--- src/rtl/gpo_pkg.sv ---
package gpo_pkg;
  localparam int ADDR_W    = 9;
  localparam int ROUTE_BIT = 5;
  localparam logic [ADDR_W-1:0] ADDR_EN    = 9'h008;
  localparam logic [ADDR_W-1:0] ADDR_TYPE  = 9'h009;
  localparam logic [ADDR_W-1:0] ADDR_VAL   = 9'h00A;
  localparam logic [ADDR_W-1:0] ADDR_ROUTE = 9'h13C;
endpackage

--- src/rtl/gpo_rst_qual.sv ---
module gpo_rst_qual #(
  parameter int MIN_LOW = 16
) (
  input  logic clk_i,
  input  logic rst_ni,
  input  logic ext_rst_ni,
  output logic qual_rst_o
);
  localparam int CW = $clog2(MIN_LOW + 1);
  localparam logic [CW-1:0] LIM = CW'(MIN_LOW);

  logic meta_q, sync_q;
  logic [CW-1:0] cnt_q;

  always_ff @(posedge clk_i or negedge rst_ni) begin
    if (!rst_ni) begin
      meta_q <= 1'b1;
      sync_q <= 1'b1;
    end else begin
      meta_q <= ext_rst_ni;
      sync_q <= meta_q;
    end
  end

  // counts cycles already spent low; saturates at the limit
  always_ff @(posedge clk_i or negedge rst_ni) begin
    if (!rst_ni)            cnt_q <= '0;
    else if (sync_q)        cnt_q <= '0;
    else if (cnt_q != LIM)  cnt_q <= cnt_q + 1'b1;
  end

  assign qual_rst_o = !sync_q && (cnt_q == LIM);

  AST_CNT_BOUND: assert property (@(posedge clk_i) disable iff (!rst_ni)
    cnt_q <= LIM);
  AST_HIGH_RESTARTS: assert property (@(posedge clk_i) disable iff (!rst_ni)
    sync_q |=> cnt_q == '0);
  AST_QUAL_AFTER_LOW: assert property (@(posedge clk_i) disable iff (!rst_ni)
    qual_rst_o |-> !$past(sync_q));
endmodule

--- src/rtl/gpo_regs.sv ---
module gpo_regs
  import gpo_pkg::*;
#(
  parameter int N = 8
) (
  input  logic              clk_i,
  input  logic              rst_ni,
  input  logic              clr_i,
  input  logic              wr_en_i,
  input  logic              rd_en_i,
  input  logic [ADDR_W-1:0] addr_i,
  input  logic [N-1:0]      wdata_i,
  output logic [N-1:0]      en_o,
  output logic [N-1:0]      typ_o,
  output logic [N-1:0]      val_o,
  output logic              route_o,
  output logic [N-1:0]      rdata_o
);
  logic hit_en, hit_typ, hit_val, hit_route, mapped;
  logic [N-1:0] rd_mux;

  assign hit_en    = addr_i == ADDR_EN;
  assign hit_typ   = addr_i == ADDR_TYPE;
  assign hit_val   = addr_i == ADDR_VAL;
  assign hit_route = addr_i == ADDR_ROUTE;
  assign mapped    = hit_en | hit_typ | hit_val | hit_route;

  always_ff @(posedge clk_i or negedge rst_ni) begin
    if (!rst_ni) begin
      en_o    <= '0;
      typ_o   <= '1;
      val_o   <= '0;
      route_o <= 1'b0;
    end else if (clr_i) begin
      en_o    <= '0;
      typ_o   <= '1;
      val_o   <= '0;
      route_o <= 1'b0;
    end else if (wr_en_i) begin
      if (hit_en)    en_o    <= wdata_i;
      if (hit_typ)   typ_o   <= wdata_i;
      if (hit_val)   val_o   <= wdata_i;
      if (hit_route) route_o <= wdata_i[ROUTE_BIT];
    end
  end

  always_comb begin
    rd_mux = '0;
    if (hit_en)    rd_mux = en_o;
    if (hit_typ)   rd_mux = typ_o;
    if (hit_val)   rd_mux = val_o;
    if (hit_route) rd_mux[ROUTE_BIT] = route_o;
  end

  always_ff @(posedge clk_i or negedge rst_ni) begin
    if (!rst_ni)      rdata_o <= '0;
    else if (rd_en_i) rdata_o <= rd_mux;
  end

  AST_CLR_DEFAULTS: assert property (@(posedge clk_i) disable iff (!rst_ni)
    clr_i |=> (en_o == '0 && typ_o == '1 && val_o == '0 && !route_o));
  AST_UNMAPPED_ZERO: assert property (@(posedge clk_i) disable iff (!rst_ni)
    (rd_en_i && !mapped) |=> rdata_o == '0);
  AST_RDATA_HOLD: assert property (@(posedge clk_i) disable iff (!rst_ni)
    !rd_en_i |=> $stable(rdata_o));
endmodule

--- src/rtl/gpo_route.sv ---
module gpo_route #(
  parameter int N     = 8,
  parameter int LOW_W = 6
) (
  input  logic [N-1:0]       en_i,
  input  logic [N-1:0]       typ_i,
  input  logic [N-1:0]       val_i,
  input  logic               route_i,
  input  logic [N-1:0]       status_sel_i,
  input  logic [N-1:0]       status_i,
  output logic [LOW_W-1:0]   srgb_do_o,
  output logic [LOW_W-1:0]   srgb_oe_o,
  output logic [LOW_W-1:0]   srgb_sel_o,
  output logic [LOW_W-1:0]   rgb_do_o,
  output logic [LOW_W-1:0]   rgb_oe_o,
  output logic [LOW_W-1:0]   rgb_sel_o,
  output logic [N-LOW_W-1:0] pwm_do_o,
  output logic [N-LOW_W-1:0] pwm_oe_o,
  output logic [N-LOW_W-1:0] pwm_sel_o
);
  logic [N-1:0] drive;

  for (genvar i = 0; i < N; i++) begin : g_bit
    assign drive[i] = status_sel_i[i] ? status_i[i] : val_i[i];
    if (i < LOW_W) begin : g_low
      assign srgb_sel_o[i] = en_i[i] & route_i;
      assign rgb_sel_o[i]  = en_i[i] & ~route_i;
      assign srgb_oe_o[i]  = srgb_sel_o[i] & ~typ_i[i];
      assign rgb_oe_o[i]   = rgb_sel_o[i] & ~typ_i[i];
      assign srgb_do_o[i]  = srgb_sel_o[i] & drive[i];
      assign rgb_do_o[i]   = rgb_sel_o[i] & drive[i];
    end else begin : g_pwm
      assign pwm_sel_o[i-LOW_W] = en_i[i];
      assign pwm_oe_o[i-LOW_W]  = en_i[i] & ~typ_i[i];
      assign pwm_do_o[i-LOW_W]  = en_i[i] & drive[i];
    end
  end
endmodule

--- src/rtl/gpo_port.sv ---
module gpo_port
  import gpo_pkg::*;
#(
  parameter int N       = 8,
  parameter int LOW_W   = 6,
  parameter int MIN_LOW = 16
) (
  input  logic              clk_i,
  input  logic              rst_ni,
  input  logic              ext_rst_ni,
  input  logic              wr_en_i,
  input  logic              rd_en_i,
  input  logic [ADDR_W-1:0] addr_i,
  input  logic [N-1:0]      wdata_i,
  output logic [N-1:0]      rdata_o,
  input  logic [N-1:0]      status_sel_i,
  input  logic [N-1:0]      status_i,
  output logic [LOW_W-1:0]  srgb_do_o,
  output logic [LOW_W-1:0]  srgb_oe_o,
  output logic [LOW_W-1:0]  srgb_sel_o,
  output logic [LOW_W-1:0]  rgb_do_o,
  output logic [LOW_W-1:0]  rgb_oe_o,
  output logic [LOW_W-1:0]  rgb_sel_o,
  output logic [N-LOW_W-1:0] pwm_do_o,
  output logic [N-LOW_W-1:0] pwm_oe_o,
  output logic [N-LOW_W-1:0] pwm_sel_o
);
  logic         qual_rst;
  logic [N-1:0] en, typ, val;
  logic         route;

  gpo_rst_qual #(.MIN_LOW(MIN_LOW)) u_rst (
    .clk_i      (clk_i),
    .rst_ni     (rst_ni),
    .ext_rst_ni (ext_rst_ni),
    .qual_rst_o (qual_rst)
  );

  gpo_regs #(.N(N)) u_regs (
    .clk_i   (clk_i),
    .rst_ni  (rst_ni),
    .clr_i   (qual_rst),
    .wr_en_i (wr_en_i),
    .rd_en_i (rd_en_i),
    .addr_i  (addr_i),
    .wdata_i (wdata_i),
    .en_o    (en),
    .typ_o   (typ),
    .val_o   (val),
    .route_o (route),
    .rdata_o (rdata_o)
  );

  gpo_route #(.N(N), .LOW_W(LOW_W)) u_route (
    .en_i         (en),
    .typ_i        (typ),
    .val_i        (val),
    .route_i      (route),
    .status_sel_i (status_sel_i),
    .status_i     (status_i),
    .srgb_do_o    (srgb_do_o),
    .srgb_oe_o    (srgb_oe_o),
    .srgb_sel_o   (srgb_sel_o),
    .rgb_do_o     (rgb_do_o),
    .rgb_oe_o     (rgb_oe_o),
    .rgb_sel_o    (rgb_sel_o),
    .pwm_do_o     (pwm_do_o),
    .pwm_oe_o     (pwm_oe_o),
    .pwm_sel_o    (pwm_sel_o)
  );

  AST_GROUP_EXCL: assert property (@(posedge clk_i) disable iff (!rst_ni)
    (srgb_sel_o & rgb_sel_o) == '0);
  AST_FLOAT_NO_OE: assert property (@(posedge clk_i) disable iff (!rst_ni)
    ((srgb_oe_o | rgb_oe_o) & typ[LOW_W-1:0]) == '0 && (pwm_oe_o & typ[N-1:LOW_W]) == '0);
  AST_OE_NEEDS_EN: assert property (@(posedge clk_i) disable iff (!rst_ni)
    ((srgb_oe_o | rgb_oe_o) & ~en[LOW_W-1:0]) == '0 && (pwm_oe_o & ~en[N-1:LOW_W]) == '0);
endmodule

--- config.mk ---
export PLATFORM = sky130hd
export DESIGN_NAME = gpo_port
export DESIGN_NICKNAME = d
export VERILOG_FILES = /design/src/rtl/gpo_pkg.sv /design/src/rtl/gpo_rst_qual.sv /design/src/rtl/gpo_regs.sv /design/src/rtl/gpo_route.sv /design/src/rtl/gpo_port.sv
export SDC_FILE = /design/constraint.sdc
export NUM_CORES = 1
export LEC_CHECK = 0
export CORE_AREA = 3 3 75 77
export DETAILED_ROUTE_END_ITERATION = 12
export DIE_AREA = 0 0 78 80
export PLACE_DENSITY = 0.79
export SYNTH_ARGS = -nofsm -noshare
export SYNTH_HDL_FRONTEND = slang
export SYNTH_SLANG_ARGS = --single-unit
--- constraint.sdc ---
create_clock -name clk_i -period 3.9 [get_ports clk_i]
set_input_delay 0.975 -clock clk_i [delete_from_list [all_inputs] [get_ports clk_i]]
set_output_delay 0.975 -clock clk_i [all_outputs]
set_load 0.05 [all_outputs]
==> results of run 1 <==
==> worst paths after layout <==
path | start | endpoint | slack, ns
max | status_sel_i[4] | srgb_do_o[4] | 0.38
min | u_rst.meta_q | u_rst.sync_q | 0.36
max reg2reg | u_rst.cnt_q[0] | u_regs.val_o[3] | 2.00
min reg2reg | u_rst.meta_q | u_rst.sync_q | 0.36
max in group asynchronous | rst_ni | u_rst.cnt_q[2] | 2.54
min in group asynchronous | rst_ni | u_regs.rdata_o[6] | 0.80
==> layer usage <==
| layer | GRT usage [%] | up-vias | part of all wire (%) |
|---|---|---|---|
| met5 | 0 | - | 0 |
| met4 | 6.64 | 0 | 0.75 |
| met3 | 4.63 | 6 | 5.5 |
| met2 | 34.2 | 59 | 50 |
| met1 | 24.6 | 944 | 44 |
| li1 | - | 954 | - |
==> cells in the mapped netlist <==
library cell	count	area [µm²]
sky130_fd_sc_hd__clkbuf_1	7	26.3
sky130_fd_sc_hd__clkbuf_2	1	5.00
sky130_fd_sc_hd__buf_4	2	15.0
sky130_fd_sc_hd__nand3b_1	1	7.51
sky130_fd_sc_hd__nor2b_1	4	25.0
sky130_fd_sc_hd__nand4_1	4	25.0
sky130_fd_sc_hd__xnor2_1	2	17.5
sky130_fd_sc_hd__nor4_2	2	25.0
sky130_fd_sc_hd__a31oi_1	1	6.26
sky130_fd_sc_hd__nor4b_1	2	17.5
sky130_fd_sc_hd__nor3_4	1	16.3
sky130_fd_sc_hd__dfrtp_1	30	751
sky130_fd_sc_hd__nor2_1	55	206
sky130_fd_sc_hd__or4_4	1	11.3
sky130_fd_sc_hd__ha_1	2	25.0
sky130_fd_sc_hd__a21oi_1	7	35.0
sky130_fd_sc_hd__dfstp_2	10	263
sky130_fd_sc_hd__nand2b_1	7	43.8
sky130_fd_sc_hd__inv_1	14	52.6
sky130_fd_sc_hd__nand4b_1	1	8.76
sky130_fd_sc_hd__and4b_1	2	20.0
sky130_fd_sc_hd__mux2i_1	35	350
sky130_fd_sc_hd__nand3_1	2	10.0
sky130_fd_sc_hd__a32oi_1	7	61.3
sky130_fd_sc_hd__mux2_2	7	78.8
sky130_fd_sc_hd__buf_1	2	7.51
sky130_fd_sc_hd__xor2_1	2	17.5
sky130_fd_sc_hd__o21ai_0	1	5.00
sky130_fd_sc_hd__or4b_1	1	10.0
sky130_fd_sc_hd__nor3_1	2	10.0
sky130_fd_sc_hd__nand2_1	16	60.1
==> worst max-delay path, stage by stage <==
cell and delay [ns]:
sky130_fd_sc_hd__clkdlybuf4s50_1 0.47, sky130_fd_sc_hd__mux2i_1 0.32, sky130_fd_sc_hd__nor2_1 0.07, sky130_fd_sc_hd__clkdlybuf4s50_1 0.71
==> per-stage QoR <==
step                instances  utilization, %
global route              387            63.9
global placement          379            61.8
floorplan                 231               -
detailed placement        379            61.8
finish                    387            63.9
CTS                       387            63.9
==> power breakdown <==
group	internal, mW	total (mW)	leakage (nW)	switching, mW
clock	0.190	0.329	0.0552	0.140
combinational	0.0723	0.154	0.935	0.0814
sequential	0.434	0.448	0.508	0.0148
total	0.696	0.932	1.50	0.236
==> cell usage in the layout (no fill, tap or decap), drive strengths merged <==
cell and count:
nand4 4, and4b 2, mux2i 35, xnor2 2
or4 1, nor2b 4, clkbuf 6, or4b 1
clkinv 1, nand2 16, nor4 2, a32oi 7
mux2 7, nand3b 1, nor2 55, a21oi 7
buf 4, inv 14, clkdlybuf4s50 86, dfstp 10
bufinv 1, ha 2, a31oi 1, xor2 2
nor4b 2, nand2b 7, dfrtp 30, nand3 2
nor3 3, nand4b 1, o21ai 1
==> cell type report <==
class                           instances  area (µm²)
Clock buffer                            6        72.6
Clock inverter                          2        35.0
Fill cell                             431        1830
Inverter                               14        52.6
Multi-Input combinational cell        165        1090
Sequential cell                        40        1010
Tap cell                               70        87.6
Timing Repair Buffer                   90         888
==> state kept, by name, summed over array words and instances (netlist names) <==
name	flops
u_regs.typ_o	8
u_regs.val_o	8
u_regs.en_o	8
u_rst.sync_q	1
u_rst.meta_q	1
u_regs.rdata_o	8
u_rst.cnt_q	5
u_regs.route_o	1
==> kinds of logic after synthesis <==
logic type | Yosys count
xor+xnor | 4
fa+ha+maj | 2
simple gates | 101
buf+inv | 26
compound gates | 16
mux | 42
flops | 40
==> results by stage, run 1 <==
Synth:
- The mapped netlist covers roughly 2200 µm².
- The number of nets in the synthesized netlist is roughly 270.
- The dominant combinational cell family by area after synthesis is simple AND/OR/NAND/NOR gates.
- The adder and majority gate portion of the synthesized area is between 1 and 1.5%.
- A synthesized cell averages between 9 and 10 µm².
- The sequential area share after synthesis is 45.8%.
- The total of warnings raised by yosys is 0.
- The netlist uses 31 different library cells.
- The fraction of the mapped netlist area in compound gates is just under 5%.
- Synthesis inferred 40 register bits.
- Multiplexer cells account for 19.4% of the synthesized area.
- The cell count after synthesis came out at 231.
- The parity-gate share of the synthesized area counting xor and xnor cells is between 1.5 and 2%.
- The synthesized-area fraction occupied by and/or/nand/nor cells is 22.4%.

Global route:
- In the global route stage, overall resource usage came out at between 10% and 20%.
- The number of antenna violations at the first check in global routing is 0.
- The largest net degree at the start of global routing is 41.
- The first global-routing pass estimated 9.83 mm of wire.
- The number of global-route vias before repair is a little over 2000.
- Summed over all layers, the global routing overflow is 0.

Clocking:
- The total number of H-tree levels is 2.
- TritonCTS built the clock tree.
- The maximum count of clock buffers along a single path is 2.
- The cts-stage hold buffer count is 0.
- Clock-pin slew was measured on the worst setup and hold paths at 0.07 ns.
- The tree is rooted in a sky130_fd_sc_hd__clkbuf_8.
- The buffers inserted during post-CTS setup optimization is 0.
- Clock latency on the worst-skew pair, taken at its later pin, is 0.29 ns.
- The number of clock sinks is 40.
- Once the clock tree was built, the resizer swapped 0 gates to a different size.
- Clock tree synthesis inserted a total of 5 buffers.

Floorplan:
- The number of cell rows is 26.
- In this run the vertical extent of the chip is 80 µm.
- The full die area is 6240 µm².
- 88 I/O pins were placed.
- The total area inside the core boundary comes to 5070 µm².
- For this configuration, the core starts out at a cell density of 43.6%.
- The horizontal die dimension is 78 µm.

Critical path:
- The critical path required time is 2.92 ns.
- The launching element type of the critical path is an input port.
- The number of cells traversed by the worst register-to-register path is 6.
- Along the worst path, the maximum fanout reaches 2.
- The critical path arrival is 2.55 ns.
- By startpoint and endpoint, the worst setup path is classified as input port to output pin.
- The worst setup path is captured at an output pin.

Placed design:
- The pre-CTS worst setup slack is 0.383 ns.
- The placed instances occupy a cell area of 3140 µm².
- The estimated wirelength of the detail-placed design is 4.39 mm.
- Port buffering added between 80 and 90 buffers.
- The weighted congestion at the end of routability-driven global placement is a little over 0.8.

Timing:
- Setup repair after global routing left no endpoint under its margin.
- The final critical-path setup slack is 0.380 ns.
- Setup violations remaining at the end of the flow were counted as 0.
- The pin slew with the least headroom to its limit is a little over 0.9 ns.
- The final critical-path required period is 3.52 ns.
- The total count of max-transition violations in the final report is 0.
- The clock skew after layout is 0.00954 ns.
- The aggregate negative setup slack is 0 ns.
- The final cycle utilization of the critical path is 90.3%.
- Hold is met by 0.357 ns.
- The count of final hold-check violations is 0.
- The peak clock frequency supported by timing is 0.284 GHz.
- Measured against its own limit, the worst slew margin works out to around two fifths.

Cells and area:
- The layout net count is 356.
- After routing the design area is 3240 µm².
- 0 antenna diodes ended up in the layout.
- The layout-stage area growth over the synthesis result is 46.5%.
- The share of cells above drive strength 1 is approximately a tenth.

Detailed routing:
- In the routed layout, each cell is associated on average with a via count of 5.07.
- The detailed router finished its first iteration with 98 violations.
- The post-route DRC violation count is 0.
- Summed over all layers, the routed wires come to 5.89 mm.
- The remaining number of nets flagged by the antenna check after routing is 0.
- The total via count after detailed routing is 1963.
- After detailed routing, the average wire length per cell comes to 15.2 µm.
- The number of iterations in the first detailed-routing pass is 4.

Worst hold path:
- Along the worst hold path, the cell count comes to 0.
- The class of the tightest hold or removal check is flop to flop.

Pwr:
- The total power is roughly 0.93 mW.
- Summed over all cells, the static leakage comes to roughly 1.5 nW.
- Power spread over the standard cell area amounts to 287 nW/µm².
- VDD sags by at most approximately 0.00023 V.

Run status:
- The flow ran to the end, and the final reports show no timing, DRC or antenna violations.

Job:
- The tool flagged a number of max-cap violations equal to 0.
No activity file was read; power rests on OpenSTA's default activity.
==> run 2: changes to the inputs <==
- CELL_PAD_IN_SITES_DETAIL_PLACEMENT: not set -> 1
- CELL_PAD_IN_SITES_GLOBAL_PLACEMENT: not set -> 1
- CORE_AREA: 3 3 75 77 -> 3 3 85 87
- DIE_AREA: 0 0 78 80 -> 0 0 88 90
- GPL_ROUTABILITY_DRIVEN: not set -> 0
- PLACE_DENSITY: 0.79 -> 0.82
==> run 2 against run 1 <==
Compared with the run above:
- die area is 27% higher
- critical path depth did not move
- core utilization shrank 13 points
- clock power grew 12%
- cell area grew 1.1%
- largest cell class unchanged
==> results by stage, run 2 (synthesis results as in run 1) <==
Run status:
- Status: completed (unchanged).

Cells and area:
- The share of cells above drive strength 1 is 10.7% (was 10.1%).
- The post-layout instance count excluding filler cells is 395 (was 387).
- The final standard cell utilization of the core is 51.0% (was 63.9%).
- The total of fill cells in the finished design is 738 (was 431).
- The most common library cell in the layout ignoring fill and taps is sky130_fd_sc_hd__clkdlybuf4s50_1 (unchanged).
- The layout-stage area growth over the synthesis result was 48.1% (was 46.5%).
- Most used cells in the layout excluding fill and tap cells: 86 x sky130_fd_sc_hd__clkdlybuf4s50_1, 55 x sky130_fd_sc_hd__nor2_1, 35 x sky130_fd_sc_hd__mux2i_1, 30 x sky130_fd_sc_hd__dfrtp_1, 16 x sky130_fd_sc_hd__nand2_1 (unchanged).
- The area of combinational cells with multiple inputs is 1090 µm² (unchanged).
- The count of inserted antenna diode cells is 0 (unchanged).
- The sequential cell area is 1010 µm² (unchanged).
- The layout net count came to 357 (was 356).

Detailed routing:
- The number of iterations in the first detailed-routing pass was 4 (unchanged).
- The initial DRC count is 51 (was 98).
- The wire length per cell after detailed routing came to 17.4 µm (was 15.2 µm).
- The sum of routed wire length over all layers is 6.89 mm (was 5.89 mm).
- The remaining number of nets flagged by the antenna check after routing is 0 (unchanged).
- The total via count after detailed routing came to 2006 (was 1963).
- The post-route DRC violation count came to 0 (unchanged).
- The via density per instance is 5.08 (was 5.07).

Global route:
- The global router's overall resource usage is 18.1% (was 19.9%).
- The number of antenna violations at the first check in global routing is 0 (unchanged).
- The largest net degree at the start of global routing came to 41 (unchanged).
- The global-route wire length before repair was 11.3 mm (was 9.83 mm).
- The number of global-route vias before repair came to 2152 (was 2034).
- The overall overflow remaining after global route came to 0 (unchanged).

Clocking:
- The number of CTS-inserted buffers was 5 (unchanged).
- The cts-stage hold buffer count is 0 (unchanged).
- The cell at the root of the clock tree is sky130_fd_sc_hd__clkbuf_8 (unchanged).
- The insertion delay of the later-clocked pin in the worst-skew pair was 0.29 ns (about the same).
- The clock tree from TritonCTS is done (unchanged).
- The post-cts gate resize count was 0 (unchanged).
- The maximum count of clock buffers along a single path is 2 (unchanged).
- The buffers inserted during post-CTS setup optimization was 0 (unchanged).
- The register clock-pin slew on the reported worst setup and hold paths is 0.08 ns (was 0.07 ns).
- The total number of H-tree levels came to 2 (unchanged).
- The number of clock sinks came to 40 (unchanged).

Critical path:
- The source of the worst register-to-register timing path is u_rst.cnt_q[0] (unchanged).
- The critical path arrival is 2.52 ns (was 2.55 ns).
- The maximum fanout along the worst path was 2 (unchanged).
- The launching element type of the critical path is an input port (unchanged).
- The sort of element at the end of the critical path is an output pin (unchanged).
- The type of the worst setup path is input port to output pin (unchanged).
- The launching element of the worst setup path was status_sel_i[4] (unchanged).
- The critical path required time is 2.92 ns (about the same).

Pwr:
- The switching part of the total power is 24.9% (was 25.3%).
- The total power is 0.974 mW (was 0.932 mW).
- The relative contribution of sequential cells to total power is 46.1% (was 48.1%).
- The switching component of the power is 0.242 mW (was 0.236 mW).
- The maximum VDD drop is 0.000211 V (was 0.000226 V).
- The combinational power share is 16.0% (was 16.5%).
- The power density over cell area came to 297 nW/µm² (was 287 nW/µm²).
- The total internal power came to 0.732 mW (was 0.696 mW).
- The static leakage came to 1.51 nW (was 1.50 nW).
- The share of power burned in the clock network was 37.9% (was 35.4%).

Floorplan:
- The number of primary I/O pins is 88 (unchanged).
- The horizontal die dimension is 88 µm (was 78 µm).
- The initial core utilization is 34.5% (was 43.6%).
- The number of cell rows came to 29 (was 26).
- The full die area is 7920 µm² (was 6240 µm²).
- The core region area is 6420 µm² (was 5070 µm²).
- The overall die height is 90 µm (was 80 µm).

Timing:
- The clock skew after layout is 0.00462 ns (was 0.00954 ns).
- The total count of max-transition violations in the final report is 0 (unchanged).
- The pin slew with the least headroom to its limit is 0.879 ns (was 0.907 ns).
- The final critical-path required period is 3.49 ns (was 3.52 ns).
- The final cycle utilization of the critical path is 89.6% (was 90.3%).
- Setup repair after global routing missed its margin: false (unchanged).
- The count of final hold-check violations is 0 (unchanged).
- The final critical-path setup slack was 0.406 ns (was 0.380 ns).
- The worst slew margin relative to its limit is 41.4% (was 39.0%).
- The peak clock frequency supported by timing is 0.286 GHz (was 0.284 GHz).
- The final setup violation count is 0 (unchanged).
- The aggregate negative setup slack is 0 ns (unchanged).

Placed design:
- The estimated wirelength of the detail-placed design is 5.21 mm (was 4.39 mm).
- The cell total after placement is 387 (was 379).
- The count of port buffers added during placement is 87 (unchanged).
- The pre-CTS worst setup slack is 0.394 ns (was 0.383 ns).

Worst hold path:
- The start point of the worst hold path is u_rst.meta_q (unchanged).
- The class of the tightest hold or removal check is flop to flop (unchanged).

Job:
- The max capacitance violation total came to 0 (unchanged).
==> run 2: cell types whose count changed in the layout (fill, tap and decap cells not counted) <==
cell                       previous run  this run
sky130_fd_sc_hd__clkinv_2             1         0
sky130_fd_sc_hd__clkbuf_1             1         0
sky130_fd_sc_hd__clkbuf_8             5         7
sky130_fd_sc_hd__buf_4                3         4
==> run 2: critical path, stage by stage <==
cell and delay, ns:
sky130_fd_sc_hd__clkdlybuf4s50_1 0.48, sky130_fd_sc_hd__mux2i_1 0.28, sky130_fd_sc_hd__nor2_1 0.07, sky130_fd_sc_hd__clkdlybuf4s50_1 0.71
==> run 2: final timing paths <==
kind / cells past startpoint / endpoint / slack [ns]
min: 0 / u_rst.sync_q / 0.36
max in group asynchronous: 1 / u_regs.val_o[5] / 2.55
min in group asynchronous: 1 / u_regs.rdata_o[6] / 0.80
min reg2reg: 0 / u_rst.sync_q / 0.36
max: 4 / srgb_do_o[4] / 0.41
max reg2reg: 6 / u_regs.typ_o[2] / 2.06
==> run 2: layout make-up <==
| type | instances | share of cell area, % |
|---|---|---|
| Multi-Input combinational cell | 165 | 33.4 |
| Sequential cell | 40 | 30.9 |
| Timing Repair Buffer | 91 | 27.3 |
| Clock buffer | 7 | 2.94 |
| Tap cell | 77 | 2.94 |
| Inverter | 14 | 1.60 |
| Clock inverter | 1 | 0.916 |
==> run 2: per-stage QoR <==
stage	hold slack (ns)	area, µm²
after floorplan	0.345	2210
final	0.358	3280
after global placement	0.347	3150
after detailed placement	0.348	3150
after CTS	0.360	3280
after global routing	0.366	3280
==> run 2: layer usage <==
| layer | wire length, µm | track usage, % | vias up |
|---|---|---|---|
| li1 | - | - | 955 |
| met1 | 2910 | 22.9 | 991 |
| met2 | 3550 | 31.2 | 53 |
| met3 | 319 | 3.47 | 7 |
| met4 | 103 | 4.60 | 0 |
| met5 | 0 | 0 | - |
==> run 2: power groups by stage <==
stage / sequential (mW) / clock (mW) / combinational [mW]
detailed placement: 0.457 / 0 / 0.157
global route: 0.452 / 0.395 / 0.168
floorplan: 0.471 / 0 / 0.0569
finish: 0.449 / 0.370 / 0.155
CTS: 0.449 / 0.379 / 0.158
global placement: 0.456 / 0 / 0.152
